==> src/rtl/spi_tmg_pkg.sv <==
package spi_tmg_pkg;

  typedef enum logic [2:0] {
    ST_IDLE,
    ST_LEAD,
    ST_SHIFT,
    ST_TRAIL,
    ST_GAP
  } sft_state_e;

  // Delay prescale: codes 0..3 map to 1, 3, 5, 7.
  function automatic logic [2:0] odd_prescale(input logic [1:0] code);
    return {code, 1'b1};
  endfunction

  // Serial clock prescale: codes 0..3 map to 2, 3, 5, 7.
  function automatic logic [2:0] baud_prescale(input logic [1:0] code);
    logic [2:0] v;
    case (code)
      2'd0:    v = 3'd2;
      2'd1:    v = 3'd3;
      2'd2:    v = 3'd5;
      default: v = 3'd7;
    endcase
    return v;
  endfunction

endpackage

==> src/rtl/sft_span.sv <==
module sft_span #(
  parameter int SCL_W     = 4,
  parameter int OUT_W     = 19,
  parameter bit HALF_BAUD = 1'b0
) (
  input  logic [1:0]       pre_code,
  input  logic [SCL_W-1:0] scl_code,
  output logic [OUT_W-1:0] span
);
  import spi_tmg_pkg::*;

  generate
    if (HALF_BAUD) begin : g_baud
      // Half serial clock period: prescale x 2^scale
      always_comb begin
        span = OUT_W'(baud_prescale(pre_code)) << scl_code;
      end
    end else begin : g_delay
      // Delay: odd prescale x 2^(scale+1)
      logic [SCL_W:0] sh;
      always_comb begin
        sh   = {1'b0, scl_code} + (SCL_W+1)'(1);
        span = OUT_W'(odd_prescale(pre_code)) << sh;
      end
    end
  endgenerate

endmodule

==> src/rtl/sft_strobe.sv <==
module sft_strobe (
  input  logic clk,
  input  logic rst_n,
  input  logic edge_i,
  input  logic lead_i,
  input  logic cpha_i,
  output logic shift_o,
  output logic sample_o
);
  logic shift_d, sample_d;

  always_comb begin
    shift_d  = edge_i & (cpha_i ?  lead_i : ~lead_i);
    sample_d = edge_i & (cpha_i ? ~lead_i :  lead_i);
  end

  always_ff @(posedge clk or negedge rst_n) begin
    if (!rst_n) begin
      shift_o  <= 1'b0;
      sample_o <= 1'b0;
    end else begin
      shift_o  <= shift_d;
      sample_o <= sample_d;
    end
  end

endmodule

==> src/rtl/spi_frame_timer.sv <==
module spi_frame_timer #(
  parameter int LEN_W    = 5,
  parameter int MIN_BITS = 4,
  parameter int MAX_BITS = 16,
  parameter int SCL_W    = 4
) (
  input  logic             clk,
  input  logic             rst_n,
  input  logic             start_i,
  input  logic [LEN_W-1:0] frame_len_i,
  input  logic             cpol_i,
  input  logic             cpha_i,
  input  logic [1:0]       lead_pre_i,
  input  logic [SCL_W-1:0] lead_scl_i,
  input  logic [1:0]       trail_pre_i,
  input  logic [SCL_W-1:0] trail_scl_i,
  input  logic [1:0]       gap_pre_i,
  input  logic [SCL_W-1:0] gap_scl_i,
  input  logic [1:0]       baud_pre_i,
  input  logic [SCL_W-1:0] baud_scl_i,
  output logic             cs_n_o,
  output logic             sck_o,
  output logic             shift_o,
  output logic             sample_o,
  output logic             busy_o
);
  import spi_tmg_pkg::*;

  localparam int CNT_W  = 3 + (1 << SCL_W);
  localparam int HALF_W = $clog2(2 * MAX_BITS);

  // State registers
  sft_state_e        state_q, state_d;
  logic [CNT_W-1:0]  cnt_q, cnt_d;
  logic [HALF_W-1:0] half_q, half_d;
  logic              pend_q, pend_d;

  // Captured frame settings
  logic [LEN_W-1:0]  nbits_q;
  logic              cpol_q, cpha_q;
  logic [1:0]        trail_pre_q, gap_pre_q, baud_pre_q;
  logic [SCL_W-1:0]  trail_scl_q, gap_scl_q, baud_scl_q;
  logic              cfg_ld;

  logic [LEN_W-1:0]  nbits_in;
  logic [LEN_W:0]    last_full;
  logic [HALF_W-1:0] last_half;
  logic [CNT_W-1:0]  lead_span, trail_span, gap_span, half_span;
  logic              edge_d, lead_d, pending;

  sft_span #(.SCL_W(SCL_W), .OUT_W(CNT_W), .HALF_BAUD(1'b0)) u_lead_span (
    .pre_code(lead_pre_i), .scl_code(lead_scl_i), .span(lead_span));
  sft_span #(.SCL_W(SCL_W), .OUT_W(CNT_W), .HALF_BAUD(1'b0)) u_trail_span (
    .pre_code(trail_pre_q), .scl_code(trail_scl_q), .span(trail_span));
  sft_span #(.SCL_W(SCL_W), .OUT_W(CNT_W), .HALF_BAUD(1'b0)) u_gap_span (
    .pre_code(gap_pre_q), .scl_code(gap_scl_q), .span(gap_span));
  sft_span #(.SCL_W(SCL_W), .OUT_W(CNT_W), .HALF_BAUD(1'b1)) u_half_span (
    .pre_code(baud_pre_q), .scl_code(baud_scl_q), .span(half_span));

  always_comb begin
    if (frame_len_i < LEN_W'(MIN_BITS))      nbits_in = LEN_W'(MIN_BITS);
    else if (frame_len_i > LEN_W'(MAX_BITS)) nbits_in = LEN_W'(MAX_BITS);
    else                                     nbits_in = frame_len_i;
    last_full = {nbits_q, 1'b0} - (LEN_W+1)'(2);
    last_half = last_full[HALF_W-1:0];
  end

  // Next-state logic
  always_comb begin
    state_d = state_q;
    cnt_d   = cnt_q;
    half_d  = half_q;
    pending = pend_q | start_i;
    pend_d  = pending;
    cfg_ld  = 1'b0;
    edge_d  = 1'b0;
    lead_d  = 1'b0;
    case (state_q)
      ST_IDLE: begin
        cfg_ld = 1'b1;
        pend_d = 1'b0;
        if (start_i) begin
          state_d = ST_LEAD;
          cnt_d   = lead_span - CNT_W'(1);
        end
      end
      ST_LEAD: begin
        if (cnt_q == '0) begin
          state_d = ST_SHIFT;
          cnt_d   = half_span - CNT_W'(1);
          half_d  = '0;
          edge_d  = 1'b1;
          lead_d  = 1'b1;
        end else begin
          cnt_d = cnt_q - CNT_W'(1);
        end
      end
      ST_SHIFT: begin
        if (cnt_q == '0) begin
          edge_d = 1'b1;
          if (half_q == last_half) begin
            state_d = ST_TRAIL;
            cnt_d   = trail_span - CNT_W'(1);
          end else begin
            half_d = half_q + HALF_W'(1);
            cnt_d  = half_span - CNT_W'(1);
            lead_d = half_q[0];
          end
        end else begin
          cnt_d = cnt_q - CNT_W'(1);
        end
      end
      ST_TRAIL: begin
        if (cnt_q == '0) begin
          state_d = ST_GAP;
          cnt_d   = gap_span - CNT_W'(1);
        end else begin
          cnt_d = cnt_q - CNT_W'(1);
        end
      end
      ST_GAP: begin
        if (cnt_q == '0) begin
          pend_d = 1'b0;
          if (pending) begin
            state_d = ST_LEAD;
            cnt_d   = lead_span - CNT_W'(1);
            cfg_ld  = 1'b1;
          end else begin
            state_d = ST_IDLE;
          end
        end else begin
          cnt_d = cnt_q - CNT_W'(1);
        end
      end
      default: state_d = ST_IDLE;
    endcase
  end

  // Sequencer registers
  always_ff @(posedge clk or negedge rst_n) begin
    if (!rst_n) begin
      state_q <= ST_IDLE;
      cnt_q   <= '0;
      half_q  <= '0;
      pend_q  <= 1'b0;
    end else begin
      state_q <= state_d;
      cnt_q   <= cnt_d;
      half_q  <= half_d;
      pend_q  <= pend_d;
    end
  end

  // Settings capture, enabled only at frame start or while idle
  always_ff @(posedge clk or negedge rst_n) begin
    if (!rst_n) begin
      nbits_q     <= LEN_W'(MIN_BITS);
      cpol_q      <= 1'b0;
      cpha_q      <= 1'b0;
      trail_pre_q <= '0;
      trail_scl_q <= '0;
      gap_pre_q   <= '0;
      gap_scl_q   <= '0;
      baud_pre_q  <= '0;
      baud_scl_q  <= '0;
    end else if (cfg_ld) begin
      nbits_q     <= nbits_in;
      cpol_q      <= cpol_i;
      cpha_q      <= cpha_i;
      trail_pre_q <= trail_pre_i;
      trail_scl_q <= trail_scl_i;
      gap_pre_q   <= gap_pre_i;
      gap_scl_q   <= gap_scl_i;
      baud_pre_q  <= baud_pre_i;
      baud_scl_q  <= baud_scl_i;
    end
  end

  sft_strobe u_strobe (
    .clk      (clk),
    .rst_n    (rst_n),
    .edge_i   (edge_d),
    .lead_i   (lead_d),
    .cpha_i   (cpha_q),
    .shift_o  (shift_o),
    .sample_o (sample_o)
  );

  always_comb begin
    cs_n_o = (state_q == ST_IDLE) || (state_q == ST_GAP);
    busy_o = (state_q != ST_IDLE);
    sck_o  = (state_q == ST_SHIFT) ? (cpol_q ^ ~half_q[0]) : cpol_q;
  end

endmodule

==> config.mk <==
export PLATFORM = sky130hd
export DESIGN_NAME = spi_frame_timer
export DESIGN_NICKNAME = d
export VERILOG_FILES = /design/src/rtl/spi_tmg_pkg.sv /design/src/rtl/sft_span.sv /design/src/rtl/sft_strobe.sv /design/src/rtl/spi_frame_timer.sv
export SDC_FILE = /design/constraint.sdc
export NUM_CORES = 1
export LEC_CHECK = 0
export ABC_AREA = 0
export BUFFER_PORTS_ARGS = -buffer_cell sky130_fd_sc_hd__buf_2
export CORE_ASPECT_RATIO = 1.4
export CORE_MARGIN = 2
export CORE_UTILIZATION = 45
export DETAILED_ROUTE_END_ITERATION = 16
export PLACE_DENSITY_LB_ADDON = 0.1
export SLEW_MARGIN = 20
export SYNTH_ARGS = -nofsm -noshare
export SYNTH_HDL_FRONTEND = slang
export SYNTH_HIERARCHICAL = 1
export SYNTH_SLANG_ARGS = --single-unit
==> constraint.sdc <==
create_clock -name clk -period 3.67 [get_ports clk]
set_clock_uncertainty 0.1 [all_clocks]
set_input_delay 0.367 -clock clk [delete_from_list [all_inputs] [get_ports clk]]
set_output_delay 0.367 -clock clk [all_outputs]
set_load 0.05 [all_outputs]
## Word-level counts from Yosys, hierarchy flattened

Index checks and enable logic that the tools add are counted.

| cells by class | value |
|---|---|
| add/sub/neg operators | 10 |
| magnitude comparators | 2 |
| eq/ne operators | 15 |
| shift-type cells | 4 |
| muxes and demuxes | 36 |
| bitwise logic cells | 6 |
| reductions and logical operators | 11 |

Operator list:

| operator | number |
|---|---|
| $mux W19 | 7 |
| $pmux W19 S5 | 1 |
| $sub A19 B1 Y19 const B | 5 |
| $shl A3 B5 Y19 | 3 |
| $logic_not A19 Y1 | 1 |
| $shl A3 B4 Y19 | 1 |
| $mux W3 | 6 |
| $add A4 B1 Y5 const B | 3 |
| $mux W5 | 3 |
| $pmux W3 S5 | 1 |
| $ne A2 B2 Y1 const B | 7 |
| $mux W1 | 11 |
| $pmux W5 S2 | 1 |
| $pmux W3 S3 | 1 |
| $mux W4 | 2 |
| $eq A3 B2 Y1 const B | 2 |
| $pmux W1 S2 | 3 |
| $reduce_and A6 Y1 | 1 |
| $add A5 B1 Y5 const B | 1 |
| $eq A5 B5 Y1 | 1 |
| $gt A5 B5 Y1 const B | 1 |
| $lt A5 B3 Y1 const B | 1 |
| $reduce_bool A5 Y1 | 1 |
| $sub A5 B2 Y5 const B | 1 |
| other kinds (17) | 19 |

| word-level totals | value |
|---|---|
| bits in registers | 54 |
| input bits | 34 |
| output and inout bits | 5 |
| logic and storage cells | 99 |

## Logic depth before layout (Yosys ltp)

Gate-level depths: netlist of the first run.

| logic depth | value |
|---|---|
| word-level depth | 8 |
| gate-level depth with buffers | 13 |
| gate-level depth less buffers | 13 |

## Hierarchy

The synthesis of the first run kept the hierarchy.

By module, submodules not included:

| module | times used | cells an instance | area each (um^2) | seq. area each (um^2) |
|---|---|---|---|---|
| spi_frame_timer | 1 | 585 | 4,734.5 | 1,302.5 |
| sft_span at u_gap_span ... | 3 | 59 | 409.1 | 0.0 |
| sft_span at u_half_span | 1 | 57 | 357.8 | 0.0 |
| sft_strobe | 1 | 6 | 72.6 | 50.0 |

## Worst setup path before layout of the first run

OpenSTA, ideal clock, no wires.

| path | value |
|---|---|
| kind | register to register |
| start | reg gap_scl_q[1] |
| end | reg cnt_q[9] |
| setup time | 136 ps |
| arrival | 3,159 ps |
| required time | 3,434 ps |
| slack | 275 ps |
| stages on the path, launching flop included | 13 |
| path buffers | 1 |
| period minus slack after synthesis | 3,395 ps |
| cells stage by stage | dfrtp_1 ha_1 clkbuf_1 nor3b_1 o21ai_0 nor2_1 or3_1 or2_2 or4_1 xor2_1 nor2_1 a2111oi_0 o21ai_0 |

| on the way | value |
|---|---|
| word-level cells in the longest chain between the ends | 5 |

RTL lines:

| what | line | source |
|---|---|---|
| from (decl) | spi_frame_timer.sv:42 | `logic [SCL_W-1:0] trail_scl_q, gap_scl_q, baud_scl_q;` |
| from (signal assigned) | spi_frame_timer.sv:173 | `gap_scl_q <= gap_scl_i;` |
| $add A4 B1 Y5 | sft_span.sv:22 | `sh = {1'b0, scl_code} + (SCL_W+1)'(1);` |
| $shl A3 B5 Y19 | sft_span.sv:23 | `span = OUT_W'(odd_prescale(pre_code)) << sh;` |
| net gap_span[2] | spi_frame_timer.sv:48 | `logic [CNT_W-1:0] lead_span, trail_span, gap_span, half_span;` |
| $sub A19 B1 Y19 | spi_frame_timer.sv:116 | `cnt_d = gap_span - CNT_W'(1);` |
| $mux W19 | spi_frame_timer.sv:114 | `if (cnt_q == '0) begin` |
| $pmux W19 S5 | spi_frame_timer.sv:78 | `case (state_q)` |
| to (signal assigned) | spi_frame_timer.sv:148 | `cnt_q <= cnt_d;` |
| to (decl) | spi_frame_timer.sv:34 | `logic [CNT_W-1:0] cnt_q, cnt_d;` |

The timed path passes the listed nets, and every way through them passes these cells.
A chain may end at the register's enable or synchronous reset.

## Worst setup path in the final report of the first run

| path | value |
|---|---|
| start | reg trail_scl_q[1] |
| end | reg cnt_q[10] |

| on the way | value |
|---|---|
| word-level cells in the longest chain between the ends | 6 |

RTL lines:

| what | line | source |
|---|---|---|
| from (decl) | spi_frame_timer.sv:42 |  |
| from (signal assigned) | spi_frame_timer.sv:171 | `trail_scl_q <= trail_scl_i;` |
| $add A4 B1 Y5 | sft_span.sv:22 |  |
| $shl A3 B5 Y19 | sft_span.sv:23 |  |
| net trail_span[1] | spi_frame_timer.sv:48 |  |
| $sub A19 B1 Y19 | spi_frame_timer.sv:103 | `cnt_d = trail_span - CNT_W'(1);` |
| $mux W19 | spi_frame_timer.sv:101 | `if (half_q == last_half) begin` |
| $mux W19 | spi_frame_timer.sv:99 | `if (cnt_q == '0) begin` |
| $pmux W19 S5 | spi_frame_timer.sv:78 |  |

The timed path passes the listed nets, and every way through them passes these cells.

==> metrics.yaml, run 1 <==
cts:
  clk_latency_ns: 0.31
  htree_levels: 2
  clock_sinks: 54
  clkSlewWorstSetupHoldPaths_ns: 0.08
  cts_inserted_buffers: 5
  cts_buffer_depth: 2
  postCtsHoldBufs: 0
  cts_tree: "yes"
  cts_root_buffer: "clkbuf_16"
timing:
  tightest_slew_ns: 0.902
  hold_ws_ns: 0.0793
  hold_viol: 0
  period_needed_ns: 3.49
  min_period_over_period_pct: 95.0
  fmax_mhz: 287
  max-slew-margin-rel_pct: 39.8
  drv_slew: 0
  setup_violations: 0
place:
  dp_cells: 1048
  gp_congestion: 0.967
  io_buffers: 38
  hpwl_mm: 15.7
run:
  maxCapViolCount: 0
power_and_ir_drop:
  combPwrFrac_pct: 75.3
  p_int_mw: 3.22
  p_leak_nw: 2.87
  swShare_pct: 52.1
  powerDensity_nw_per_um2: 945
  seqPwrFrac_pct: 17.0
  clkPwrFrac_pct: 7.7
  power_switching_mw: 3.50
  peakVddDrop_mv: 0.474
drt:
  wl_per_cell_um: 19.1
  drt-total-wl_mm: 20.2
  drtAntennaViolNets: 0
  drtIter0Drc: 508
  drc: 0
  vias: 6506
  vias_per_cell: 6.16
  firstDrtPassIters: 6
setup_path:
  path_class: "flop to flop"
  cpMostUsedCell: "buf_4"
  max_stage_delay_ns: 0.62
  path_max_fanout: 7
  worst_ep_required_time_ns: 3.76
  crit_path_end_kind: "flop"
  crit_arrival_ns: 3.58
  path_cells: "ha_2 -> buf_4 -> or3_1 -> nor2_1 -> inv_1 -> ha_1 -> or4b_2 -> buf_4 -> nor3_1 -> nand2_1 -> xor2_1 -> o221ai_1 -> a21oi_1 -> o21ai_0"
  critical_path.startpoint_type: "flop"
  crit_path_top_delay_cell: "or4b_2"
die:
  core_area_um2: 13900
  placementRows: 51
  start_util_pct: 46.0
  dieHeight_um: 145
  io_pins: 39
  dieArea_um2: 15200
  die_w_um: 105
yosys:
  yosys.area.top_type: "dfrtp_1"
  ys.flop_type: "dfrtp_1"
  yosys.area_share.simple_pct: 29.5
  syn_nets: 873
  netlist_area_um2: 6390
  yosysTopAreaCellShare_pct: 20.7
  yosys.area_share.adder_pct: 2.74
  synth_compound_area_share_pct: 23.0
  ys_ff_latch: 54
  synth-edff-count: 0
  synth_top_family_by_area: "simple AND/OR/NAND/NOR gates"
  ys_seq_area_share_pct: 21.2
  synth_xor_area_share_pct: 13.0
  ys_top_cells_by_area: "dfrtp_1, xnor2_1, xor2_1, o21ai_0, nor2_1"
  synthMuxAreaShare_pct: 5.72
  syn_inst: 825
  syn_avg_cell_area_um2: 7.75
  ys_types: 91
  async_flop_share_pct: 100
  synth_warnings: 6
finish:
  antenna_cells: 0
  final_cell_mix: "nor2_1, nand2_1, o21ai_0"
  nFillCells: 1411
  fin_util_pct: 51.2
  fin_nets: 918
  final_cells: 1056
  drive_gt1_share_pct: 18.4
  layout_commonest_cell: "nor2_1"
  area_growth_pct: 11.3
run_status:
  status: "completed"
global_route:
  antenna_found_initial: 0
  grt_pass1_vias: 6390
  gr-total-overflow: 0
  grt_pass1_wl_mm: 33.3
  grt_max_degree: 35
  grt.total_usage_pct: 26.9
min_path:
  hp-class: "primary input to async pin"
## stage by stage
| step | instance area [um^2] | TNS (ns) | setup WS, ns | total power [mW] |
|---|---|---|---|---|
| after floorplan | 6390 | 0 | 0.275 | 4.61 |
| after global placement | 6890 | 0 | 0.00213 | 5.96 |
| after detailed placement | 6890 | -0.00684 | -0.00684 | 6.01 |
| after CTS | 7050 | 0 | 0.0294 | 6.58 |
| after global routing | 7120 | -0.00701 | -0.00701 | 7.29 |
| final | 7120 | 0 | 0.184 | 6.72 |
## cells by family (layout without fill, tap and decap cells)
group	count (synthesis)	in the layout
adders and majority gates	14	14
AOI/OAI and AO/OA	223	223
and+or+nand+nor	351	351
DFF	54	54
buffers and inverters	62	108
muxes	32	32
other	1	1
xor gates and xnor gates	88	88
## power by group through the flow
stage | combinational (mW) | sequential (mW) | clock [mW]
2_1_floorplan | 3.61 | 1.00 | 0
3_3_place_gp | 4.84 | 1.12 | 0
3_5_place_dp | 4.88 | 1.13 | 0
4_1_cts | 4.92 | 1.12 | 0.533
5_1_grt | 5.56 | 1.18 | 0.553
6_report | 5.07 | 1.14 | 0.519
## worst paths after layout
path,to,from,slack (ns),cells after the start
hold / removal,cnt_q[10],rst_n,0.08,1
setup / recovery,cnt_q[10],trail_scl_q[1],0.18,14
min in group clk,nbits_q[2],frame_len_i[4],0.14,2
max in group asynchronous,nbits_q[2],rst_n,2.50,2
hold reg to reg,nbits_q[2],nbits_q[2],0.40,2
setup reg to reg,cnt_q[10],trail_scl_q[1],0.18,14
## worst max-delay path: cells and delay by family, from the launching register on
kind,cells,cell delay (ns)
AND/OR/NAND/NOR,5,1.11
adder cells (fa/ha/maj),2,0.60
AO/OA/AOI/OAI,3,0.56
flip-flops,1,0.47
buffers and inverters,3,0.38
XOR/XNOR,1,0.16
## sequential cells by signal (all words and copies together) (netlist names)
signal / count
baud_pre_q: 2
baud_scl_q: 4
cnt_q: 19
cpha_q: 1
cpol_q: 1
gap_pre_q: 2
gap_scl_q: 4
half_q: 5
nbits_q: 4
pend_q: 1
state_q: 3
trail_pre_q: 2
trail_scl_q: 4
u_strobe/sample_o: 1
u_strobe/shift_o: 1
## layout make-up
type | count | area (um^2) | share of cell area, %
tap | 185 | 231 | 3.25
timing repair buffer | 79 | 498 | 7.00
clock buffer | 5 | 125 | 1.76
clock inverter | 3 | 28.8 | 0.404
multi-input combinational | 709 | 4800 | 67.5
inverter | 21 | 78.8 | 1.11
sequential | 54 | 1350 | 19.0
## cells in the mapped netlist (7+ instances only)
cell	number
a211oi_1	7
a21oi_1	49
a31oi_1	9
and3_1	10
buf_2	15
clkbuf_1	16
dfrtp_1	53
ha_1	14
inv_1	21
mux2_1	12
mux2_2	12
nand2_1	70
nand2b_1	12
nand3_1	19
nand4b_1	7
nor2_1	84
nor2b_1	9
nor3_1	39
nor3b_1	11
nor4_1	14
o21a_1	8
o21ai_0	64
o221ai_1	7
o22ai_1	14
o31ai_1	7
or3_1	17
or4_1	16
xnor2_1	42
xor2_1	39
## layer usage
metal | up-vias | track usage [%] | part of all wire, % | wire (um)
met5 | - | 0 | 0 | 0
met4 | 0 | 10.9 | 4.4 | 897
met3 | 64 | 2.74 | 5.1 | 1040
met2 | 221 | 45.7 | 49 | 9930
met1 | 3095 | 34.5 | 41 | 8310
li1 | 3126 | - | - | -
## timing repair
action                                  CTS  global route
buffers inserted                          0             0
endpoints found under the setup margin    1             9
resized for setup                         2            18
(Power assumes the default switching activity.)
==> run 2, diff against run 1 <==
--- a/config.mk
+++ b/config.mk
@@ -7,7 +7,7 @@
 export LEC_CHECK = 0
 export ABC_AREA = 0
 export BUFFER_PORTS_ARGS = -buffer_cell sky130_fd_sc_hd__buf_2
-export CORE_ASPECT_RATIO = 1.4
+export CORE_ASPECT_RATIO = 1.1
 export CORE_MARGIN = 2
 export CORE_UTILIZATION = 45
 export DETAILED_ROUTE_END_ITERATION = 16
@@ -15,5 +15,4 @@
 export SLEW_MARGIN = 20
 export SYNTH_ARGS = -nofsm -noshare
 export SYNTH_HDL_FRONTEND = slang
-export SYNTH_HIERARCHICAL = 1
 export SYNTH_SLANG_ARGS = --single-unit
==> metrics.yaml, run 2 <==
run:
  maxCapViolCount: 0  # unchanged
setup_path:
  reg2reg_depth: 12  # -2
  path_cells: "buf_4 -> ha_1 -> nor2_1 -> nand3_1 -> ha_1 -> inv_1 -> a2111o_1 -> o221ai_1 -> mux2_2 -> a21oi_1 -> o221ai_1 -> a221o_1"
  critical_path.startpoint_type: "flop"
  crit_arrival_ns: 3.52  # -0.06 ns
  crit_family: "compound AO/OA/AOI/OAI gates"
  path_class: "flop to flop"
  worst-path-buf-inv: 2  # -1
  crit_cells: 12  # -2
  path_max_fanout: 24  # +17
  max_stage_delay_ns: 0.43  # -0.19 ns
  worst_ep_required_time_ns: 3.78  # +0.02 ns
  crit_path_top_delay_cell: "ha_1"
  crit_path_end_kind: "flop"
power_and_ir_drop:
  p_leak_nw: 2.94  # +2.5%
  peakVddDrop_mv: 0.608  # +28%
  p_total_mw: 7.62  # +13%
  powerDensity_nw_per_um2: 1010  # +7.2%
cts:
  cts_buffer_depth: 2  # unchanged
  clock_sinks: 54  # unchanged
  htree_levels: 2  # unchanged
  cts_root_buffer: "clkbuf_16"
  cts_inserted_buffers: 5  # unchanged
  postCtsHoldBufs: 0  # unchanged
  clkSlewWorstSetupHoldPaths_ns: 0.08  # about the same
  cts_tree: "yes"
  clk_latency_ns: 0.32  # about the same
timing:
  drv_slew: 0  # unchanged
  hold_viol: 0  # unchanged
  period_needed_ns: 3.41  # -0.0761 ns
  tightest_slew_ns: 0.853  # -0.0497 ns
  fmax_mhz: 293  # +2.2%
  setup_violations: 0  # unchanged
  max-slew-margin-rel_pct: 43.1  # +3.3 points
  layout_setup_ws_ns: 0.260  # +0.0761 ns
  min_period_over_period_pct: 92.9  # -2.1 points
place:
  hpwl_mm: 17.1  # +9.1%
  preCtsSetupSlack_ns: 0.137  # +0.144 ns
  gp_congestion: 0.968  # +0.13%
  io_buffers: 38  # unchanged
  dp_cells: 1149  # +9.6%
drt:
  drtAntennaViolNets: 0  # unchanged
  drtIter0Drc: 710  # +40%
  wl_per_cell_um: 19.2  # +0.66%
  vias: 7256  # +12%
  firstDrtPassIters: 5  # -1
  drc: 0  # unchanged
  vias_per_cell: 6.27  # +1.8%
  drt-total-wl_mm: 22.2  # +10%
finish:
  top_register: "cnt_q"
  antenna_cells: 0  # unchanged
  final_cells: 1157  # +9.6%
  final_cell_mix: "nand2_1, nor2_1, o21ai_0"
  area_growth_pct: 10.2
  fin_nets: 1007  # +9.7%
  layout_commonest_cell: "nand2_1"
  largest_reg_flops: 19  # unchanged
  drive_gt1_share_pct: 17.9  # -0.47 points
  reg_top3: "cnt_q (19), half_q (5)"
yosys:
  syn_inst: 929  # +13%
  yosysTopAreaCellShare_pct: 19.4  # -1.3 points
  async_flop_share_pct: 100  # unchanged
  synth_commonest_cells: "nand2_1, nor2_1, o21ai_0, a21oi_1, dfrtp_1"
  netlist_area_um2: 6830  # +6.8%
  ys_seq_area_share_pct: 19.8  # -1.3 points
  yosys.area.top_type: "dfrtp_1"
  yosys.cell_count.top_type: "nand2_1"
  ys_top_cells_by_area: "dfrtp_1, o21ai_0, nand2_1, nor2_1, a21oi_1"
  ys_types: 95  # +4.4%
  synth_warnings: 0  # -6
  ys_ff_latch: 54  # unchanged
  syn_nets: 976  # +12%
  syn_avg_cell_area_um2: 7.35  # -5.2%
  ys.flop_type: "dfrtp_1"
  synth-edff-count: 0  # unchanged
global_route:
  gr-total-overflow: 0  # unchanged
  antenna_found_initial: 0  # unchanged
  grt_pass1_wl_mm: 36.0  # +8.2%
  grt.total_usage_pct: 27.8  # +0.97 points
  grt_max_degree: 35  # unchanged
  grt_pass1_vias: 6737  # +5.4%
die:
  io_pins: 39  # unchanged
  die_w_um: 121  # +16%
  dieArea_um2: 16200  # +6.5%
  dieHeight_um: 133  # -8.2%
  placementRows: 47  # -7.8%
  start_util_pct: 45.7  # -0.25 points
  core_area_um2: 14900  # +7.4%
run_status:
  status: "completed"
min_path:
  hp-class: "primary input to async pin"
## run 2: final timing paths
check,from,to,slack (ns)
setup reg to reg,gap_scl_q[0],cnt_q[8],0.26
max in group asynchronous,rst_n,nbits_q[2],2.62
hold / removal,rst_n,cnt_q[16],0.05
min in group clk,baud_scl_i[2],baud_scl_q[2],0.16
setup / recovery,gap_scl_q[0],cnt_q[8],0.26
hold reg to reg,cpol_q,cpol_q,0.44
## run 2: layout make-up
| cell class | count | area [um^2] |
|---|---|---|
| multi-input combinational | 783 | 5100 |
| timing repair buffer | 85 | 556 |
| tap | 196 | 245 |
| clock buffer | 5 | 125 |
| fill | 1569 | 7410 |
| clock inverter | 3 | 28.8 |
| inverter | 31 | 116 |
| sequential | 54 | 1350 |
## run 2: logic make-up after synthesis
group | synth area share (%)
simple gates | 28.1
fa+ha+maj | 2.38
mux | 4.29
compound gates | 31.6
buf+inv | 5.90
xor+xnor | 7.99
flops | 19.8
## run 2: report_power, final
group          total [mW]  switching, mW  internal [mW]
Clock               0.523          0.260          0.263
Combinational        5.85           3.54           2.31
Sequential           1.25          0.413          0.832
## run 2: repair_timing
item	4_1_cts	5_1_grt
gates resized for setup	0	6
setup buffers	0	0
setup endpoints to repair	0	5
## run 2: metrics by stage
| step | hold slack, ns | instance area (um^2) | setup TNS (ns) | util, % |
|---|---|---|---|---|
| final | 0.0536 | 7520 | 0 | 50.4 |
| after global routing | 0.113 | 7520 | -0.00339 | 50.4 |
| after CTS | 0.0806 | 7500 | 0 | 50.2 |
| after detailed placement | 0.421 | 7350 | 0 | 49.2 |
| after global placement | 0.414 | 7350 | 0 | 49.2 |
| after floorplan | -0.0286 | 6830 | 0 | - |
## run 2: layer usage
metal  vias to the layer above  global-route usage [%]  wire length, um
met4                         0                    10.7              885
li1                       3529                       -                -
met3                        59                    4.24             1570
met2                       286                    42.8             9810
met5                         -                       0                0
met1                      3382                    39.2             9970
